==> src/rtl/acc_cpu_pkg.sv <==
package acc_cpu_pkg;
  localparam int unsigned OP_W = 4;

  typedef enum logic [OP_W-1:0] {
    OP_LDA = 4'h0,
    OP_STA = 4'h1,
    OP_ADD = 4'h2,
    OP_JMP = 4'h3,
    OP_BNZ = 4'h4,
    OP_LDI = 4'h5,
    OP_LDD = 4'h6,
    OP_HLT = 4'hF
  } opcode_e;

  typedef enum logic [1:0] {
    BUS_NONE = 2'd0,
    BUS_PC   = 2'd1,
    BUS_MDR  = 2'd2,
    BUS_AC   = 2'd3
  } bus_src_e;

  typedef struct packed {
    bus_src_e src;
    logic     ld_mar;
    logic     ld_ir;
    logic     ld_pc;
    logic     inc_pc;
    logic     mdr_from_bus;
    logic     mdr_from_mem;
    logic     dec_mdr;
    logic     ld_ac;
    logic     add_ac;
    logic     mem_rd;
    logic     mem_wr;
    logic     last;
    logic     halt;
  } ctrl_t;
endpackage

==> src/rtl/acc_cpu_alu.sv <==
module acc_cpu_alu #(
  parameter int unsigned WORD_W = 16
) (
  input  logic [WORD_W-1:0] op_a,
  input  logic [WORD_W-1:0] op_b,
  output logic [WORD_W-1:0] sum,
  output logic              is_zero
);
  always_comb begin
    sum     = op_a + op_b;
    is_zero = (sum == '0);
  end
endmodule

==> src/rtl/acc_cpu_ctrl.sv <==
module acc_cpu_ctrl
  import acc_cpu_pkg::*;
#(
  parameter int unsigned STEP_W = 4
) (
  input  logic                clk,
  input  logic                rst_n,
  input  logic [OP_W-1:0]     ir_op,
  input  logic                zero_flag,
  output ctrl_t               cw,
  output logic                halted
);
  localparam int unsigned FETCH_N = 3;

  logic [STEP_W-1:0] step_q, step_d;
  logic              halt_q, halt_d;
  logic [STEP_W-1:0] ex;

  // control word for the current step
  always_comb begin
    cw = '0;
    ex = step_q - STEP_W'(FETCH_N);
    if (!halt_q) begin
      if (step_q == STEP_W'(0)) begin
        cw.src    = BUS_PC;
        cw.ld_mar = 1'b1;
      end else if (step_q == STEP_W'(1)) begin
        cw.mem_rd       = 1'b1;
        cw.mdr_from_mem = 1'b1;
        cw.inc_pc       = 1'b1;
      end else if (step_q == STEP_W'(2)) begin
        cw.src    = BUS_MDR;
        cw.ld_ir  = 1'b1;
        cw.ld_mar = 1'b1;
      end else begin
        case (ir_op)
          OP_LDA, OP_ADD: begin
            if (ex == STEP_W'(0)) begin
              cw.mem_rd       = 1'b1;
              cw.mdr_from_mem = 1'b1;
            end else begin
              cw.src    = BUS_MDR;
              cw.ld_ac  = (ir_op == OP_LDA);
              cw.add_ac = (ir_op == OP_ADD);
              cw.last   = 1'b1;
            end
          end
          OP_STA: begin
            if (ex == STEP_W'(0)) begin
              cw.src          = BUS_AC;
              cw.mdr_from_bus = 1'b1;
            end else begin
              cw.mem_wr = 1'b1;
              cw.last   = 1'b1;
            end
          end
          OP_JMP, OP_BNZ: begin
            cw.src   = BUS_MDR;
            cw.ld_pc = (ir_op == OP_JMP) || !zero_flag;
            cw.last  = 1'b1;
          end
          OP_LDI: begin
            case (ex)
              STEP_W'(0), STEP_W'(2): begin
                cw.mem_rd       = 1'b1;
                cw.mdr_from_mem = 1'b1;
              end
              STEP_W'(1): begin
                cw.src    = BUS_MDR;
                cw.ld_mar = 1'b1;
              end
              default: begin
                cw.src   = BUS_MDR;
                cw.ld_ac = 1'b1;
                cw.last  = 1'b1;
              end
            endcase
          end
          OP_LDD: begin
            case (ex)
              STEP_W'(0), STEP_W'(4): begin
                cw.mem_rd       = 1'b1;
                cw.mdr_from_mem = 1'b1;
              end
              STEP_W'(1): cw.dec_mdr = 1'b1;
              STEP_W'(2): cw.mem_wr  = 1'b1;
              STEP_W'(3): begin
                cw.src    = BUS_MDR;
                cw.ld_mar = 1'b1;
              end
              default: begin
                cw.src   = BUS_MDR;
                cw.ld_ac = 1'b1;
                cw.last  = 1'b1;
              end
            endcase
          end
          OP_HLT:  cw.halt = 1'b1;
          default: cw.last = 1'b1;
        endcase
      end
    end
  end

  // sequencer next state
  always_comb begin
    step_d = step_q;
    halt_d = halt_q;
    if (!halt_q) begin
      if (cw.halt)      halt_d = 1'b1;
      else if (cw.last) step_d = '0;
      else              step_d = step_q + STEP_W'(1);
    end
  end

  always_ff @(posedge clk or negedge rst_n) begin
    if (!rst_n) begin
      step_q <= '0;
      halt_q <= 1'b0;
    end else begin
      step_q <= step_d;
      halt_q <= halt_d;
    end
  end

  assign halted = halt_q;
endmodule

==> src/rtl/acc_cpu_dpath.sv <==
module acc_cpu_dpath
  import acc_cpu_pkg::*;
#(
  parameter int unsigned WORD_W = 16,
  parameter int unsigned ADDR_W = WORD_W - OP_W
) (
  input  logic              clk,
  input  logic              rst_n,
  input  ctrl_t             cw,
  input  logic [WORD_W-1:0] mem_rdata,
  output logic [OP_W-1:0]   ir_op,
  output logic [ADDR_W-1:0] mar,
  output logic [WORD_W-1:0] mdr,
  output logic [ADDR_W-1:0] pc,
  output logic [WORD_W-1:0] acc,
  output logic              zero_flag
);
  logic [WORD_W-1:0] bus;
  logic [ADDR_W-1:0] pc_q, pc_d, mar_q;
  logic [WORD_W-1:0] mdr_q, mdr_d, acc_q, acc_d, alu_sum;
  logic [OP_W-1:0]   ir_q;
  logic              z_q, z_d, alu_zero;

  // single shared bus, one source per cycle
  always_comb begin
    case (cw.src)
      BUS_PC:  bus = {{(WORD_W-ADDR_W){1'b0}}, pc_q};
      BUS_MDR: bus = mdr_q;
      BUS_AC:  bus = acc_q;
      default: bus = '0;
    endcase
  end

  acc_cpu_alu #(.WORD_W(WORD_W)) u_alu (
    .op_a    (acc_q),
    .op_b    (bus),
    .sum     (alu_sum),
    .is_zero (alu_zero)
  );

  always_comb begin
    pc_d = pc_q;
    if (cw.ld_pc)       pc_d = bus[ADDR_W-1:0];
    else if (cw.inc_pc) pc_d = pc_q + ADDR_W'(1);

    mdr_d = mdr_q;
    if (cw.mdr_from_mem)      mdr_d = mem_rdata;
    else if (cw.mdr_from_bus) mdr_d = bus;
    else if (cw.dec_mdr)      mdr_d = mdr_q - WORD_W'(1);

    acc_d = acc_q;
    z_d   = z_q;
    if (cw.ld_ac) acc_d = bus;
    else if (cw.add_ac) begin
      acc_d = alu_sum;
      z_d   = alu_zero;
    end
  end

  always_ff @(posedge clk or negedge rst_n) begin
    if (!rst_n) begin
      pc_q  <= '0;
      acc_q <= '0;
      z_q   <= 1'b0;
    end else begin
      pc_q  <= pc_d;
      acc_q <= acc_d;
      z_q   <= z_d;
    end
  end

  // staging registers, no reset
  always_ff @(posedge clk) begin
    mdr_q <= mdr_d;
    if (cw.ld_mar) mar_q <= bus[ADDR_W-1:0];
    if (cw.ld_ir)  ir_q  <= bus[WORD_W-1:ADDR_W];
  end

  assign ir_op     = ir_q;
  assign mar       = mar_q;
  assign mdr       = mdr_q;
  assign pc        = pc_q;
  assign acc       = acc_q;
  assign zero_flag = z_q;
endmodule

==> src/rtl/acc_cpu.sv <==
module acc_cpu
  import acc_cpu_pkg::*;
#(
  parameter int unsigned WORD_W = 16,
  parameter int unsigned STEP_W = 4,
  localparam int unsigned ADDR_W = WORD_W - OP_W
) (
  input  logic              clk,
  input  logic              rst_n,
  output logic [ADDR_W-1:0] mem_addr,
  output logic              mem_rd,
  output logic              mem_wr,
  output logic [WORD_W-1:0] mem_wdata,
  input  logic [WORD_W-1:0] mem_rdata,
  output logic              halted,
  output logic [ADDR_W-1:0] pc_out,
  output logic [WORD_W-1:0] acc_out,
  output logic              zero_out
);
  ctrl_t           cw;
  logic [OP_W-1:0] ir_op;
  logic            zero_flag;

  acc_cpu_ctrl #(.STEP_W(STEP_W)) u_ctrl (
    .clk       (clk),
    .rst_n     (rst_n),
    .ir_op     (ir_op),
    .zero_flag (zero_flag),
    .cw        (cw),
    .halted    (halted)
  );

  acc_cpu_dpath #(.WORD_W(WORD_W), .ADDR_W(ADDR_W)) u_dpath (
    .clk       (clk),
    .rst_n     (rst_n),
    .cw        (cw),
    .mem_rdata (mem_rdata),
    .ir_op     (ir_op),
    .mar       (mem_addr),
    .mdr       (mem_wdata),
    .pc        (pc_out),
    .acc       (acc_out),
    .zero_flag (zero_flag)
  );

  assign mem_rd   = cw.mem_rd;
  assign mem_wr   = cw.mem_wr;
  assign zero_out = zero_flag;
endmodule

==> config.mk <==
export PLATFORM = sky130hd
export DESIGN_NAME = acc_cpu
export DESIGN_NICKNAME = d
export VERILOG_FILES = /design/src/rtl/acc_cpu_pkg.sv /design/src/rtl/acc_cpu_alu.sv /design/src/rtl/acc_cpu_ctrl.sv /design/src/rtl/acc_cpu_dpath.sv /design/src/rtl/acc_cpu.sv
export SDC_FILE = /design/constraint.sdc
export NUM_CORES = 1
export LEC_CHECK = 0
export ABC_AREA = 1
export BUFFER_PORTS_ARGS = -buffer_cell sky130_fd_sc_hd__buf_2
export CAP_MARGIN = 30
export CORE_MARGIN = 2
export CORE_UTILIZATION = 60
export CTS_BUF_LIST = sky130_fd_sc_hd__clkbuf_4
export DETAILED_ROUTE_END_ITERATION = 12
export GPL_TIMING_DRIVEN = 1
export PLACE_DENSITY_LB_ADDON = 0.3
export SKIP_CTS_REPAIR_TIMING = 1
export SLEW_MARGIN = 20
export SYNTH_ARGS = -nofsm -noshare
export SYNTH_HDL_FRONTEND = slang
export SYNTH_SLANG_ARGS = --single-unit
==> constraint.sdc <==
create_clock -name clk -period 10.54 [get_ports clk]
set_input_delay 1.581 -clock clk [delete_from_list [all_inputs] [get_ports clk]]
set_output_delay 1.581 -clock clk [all_outputs]
set_load 0.02 [all_outputs]
==> metrics.cfg <==
[timing]
finalHoldViolations = 0
fin_skew_ns = 0.0219
period_needed_ns = 4.77
finalCritPeriodShare = 0.453
finalSetupViolCount = 0
fmax_ghz = 0.209
rsz0062_at_grt = no
relSlewSlack = 0.404
final.setup.tns_ns = 0
tightest_slew_ns = 0.892
final-max-slew-violation-count = 0

[synth]
synth_ff_type = dfrtp_1
synth-seq-cells = 66
synth_top_area_frac = 0.196
ys_warn_count = 0
synthCells = 683
synth_top_cell_by_area = edfxtp_1
synth_area_per_cell_sq_um = 7.16
synth_area_leaders = edfxtp_1 (20%), dfrtp_1 (17%), nand2_1 (17%), nand3_1 (6.2%), inv_1 (5.7%)
async_flop_share = 0.515
syn-num-nets = 723
synth_edf_count = 32
synth_area_sq_um = 4890
ys_types = 42
seq_area_frac_synth = 0.370

[setup_path]
cp.required_ns = 8.96
max_stage_delay_ns = 0.75
worstSetupPathType = reg2out
worst_ep_arrival_time_ns = 3.19
critPathSlowestCell = nand2_1
path_max_fanout = 28
crit_top_cell = inv_1
cp-start-kind = register
cp_cell_sequence = inv_1 > ha_1 > inv_1 > nor2_1 > inv_1 > nor3_1 > buf_4 > clkinv_1 > nand2_1 > buf_2
crit_path_end_kind = output port

[global_routing]
grtUsageTotal = 0.319
grt_max_degree = 35
grt_pass1_wl_mm = 22.0
overflow = 0
antenna_found_initial = 0
grt_pass1_vias = 4495

[pwr]
power_uw = 1240
peakVddDrop_v = 0.000115
leakagePower_uw = 0.00287
power_density_nw_per_um2 = 226

[cells_and_area]
multi_input_area_sq_um = 2720
layout.nets = 801
regArea_sq_um = 1810
final_cell_mix = nand2_1 (216), buf_2 (78), inv_1 (74)
final_common_cell = nand2_1
nFillCells = 684
syn_to_final_growth_pct = 12.7
drive_gt1_frac = 0.163
num_antenna_cells = 0

[place]
portBuffers = 77
dp_hpwl_mm = 10.8
place.gp.congestion = 0.973

[routing]
final_antenna_net_count = 0
wl_mm = 13.7
via_count = 4903
viasPerCell = 5.65
drc = 0
post_drt_wl_per_cell_um = 15.8
firstDrtPassIters = 8
drt-initial-drc-count = 434

[cts]
h-tree-depth = 3
cts_root_buf = clkbuf_4
cts_buffers = 9
cts_tree = built
clock_latency_ns = 0.43
clockBufferDepth = 2
cts.clk_slew.worst_paths_ns = 0.13
clkSinkCount = 66

[floorplan]
ios = 78
die-area_sq_um = 8890
die_x_um = 94.3
start_util = 0.627
dieHeight_um = 94.3
rows = 32
core_area_sq_um = 7810

[run_status]
status = completed

[min_path]
hold_class = reg2reg

[run]
maxCapViolCount = 0

[where the power goes]
part	switching (uW)	leakage, uW	total, uW	internal, uW
clock network	102	0.0000816	180	77.8
registers	85.9	0.000739	442	356
logic	420	0.00205	621	201
[cell type report]
class	instances	share of cell area
multi-input cells	525	0.494
well taps	102	0.0232
clock inverters	6	0.0134
inverters	79	0.0538
flip-flops and latches	66	0.329
repair buffers	80	0.0736
clock buffers	10	0.0136
[cell usage after synthesis, drive strengths merged, types with 11 or more instances]
| master | number |
|---|---|
| edfxtp | 32 |
| nor3 | 13 |
| nand4 | 16 |
| nand2 | 220 |
| o21ai | 20 |
| a21oi | 35 |
| inv | 78 |
| dfrtp | 34 |
| xor2 | 14 |
| nor2 | 75 |
| nand3 | 69 |
| ha | 21 |
| a21o | 11 |
[path summary, 6_finish.rpt]
check                      cells past startpoint                       endpoint                          start  slack [ns]
max reg2reg                                   23  u_dpath.zero_flag$_DFFE_PN0P_   u_ctrl.step_q[1]$_DFFE_PN0P_        6.06
min reg2reg                                    2  u_dpath.zero_flag$_DFFE_PN0P_  u_dpath.zero_flag$_DFFE_PN0P_        0.56
max in group asynchronous                      1    u_dpath.acc[10]$_DFFE_PN0P_                          rst_n        8.76
min in group asynchronous                      1      u_dpath.pc[1]$_DFFE_PN0P_                          rst_n        1.24
min                                            2  u_dpath.zero_flag$_DFFE_PN0P_  u_dpath.zero_flag$_DFFE_PN0P_        0.56
max                                           10                         mem_rd   u_ctrl.step_q[1]$_DFFE_PN0P_        5.77
[layer usage]
metal | track usage | wire length [um]
met1 | 0.454 | 6030
met5 | 0 | 0
met4 | 0.0773 | 150
met2 | 0.502 | 6200
met3 | 0.0634 | 1350
[flip-flops by register name, indices dropped and copies added, names as in the netlist]
| signal | count |
|---|---|
| u_dpath.mdr | 16 |
| u_dpath.acc | 16 |
| u_ctrl.halted | 1 |
| u_ctrl.step_q | 4 |
| u_dpath.ir_op | 4 |
| u_dpath.zero_flag | 1 |
| u_dpath.mar | 12 |
| u_dpath.pc | 12 |
[critical path, delay by kind of cell (launching register included)]
family | cells | cell delay, ns
flops | 1 | 0.45
fa+ha+maj | 1 | 0.24
buf+inv | 6 | 1.02
simple gates | 3 | 1.05
[through the flow]
step	hold WS [ns]	setup slack, ns	utilization	instance area, sq um	std cells
final	0.564	5.77	0.706	5510	868
after global placement	0.523	6.31	0.686	5360	851
after detailed placement	0.528	6.15	0.686	5360	851
after floorplan	0.596	6.94	-	4890	683
after CTS	0.572	5.81	0.705	5510	867
after global routing	0.583	5.53	0.706	5510	868
[logic make-up (layout without fill, tap and decap cells)]
| group | Yosys count | after routing | share of synthesized area |
|---|---|---|---|
| AND/OR/NAND/NOR | 401 | 401 | 0.359 |
| buffers and inverters | 92 | 175 | 0.0749 |
| AO/OA/AOI/OAI | 83 | 83 | 0.104 |
| flip-flops | 66 | 66 | 0.370 |
| adder cells (fa/ha/maj) | 22 | 22 | 0.0578 |
| XOR/XNOR | 19 | 19 | 0.0340 |
(Power assumes the default switching activity.)
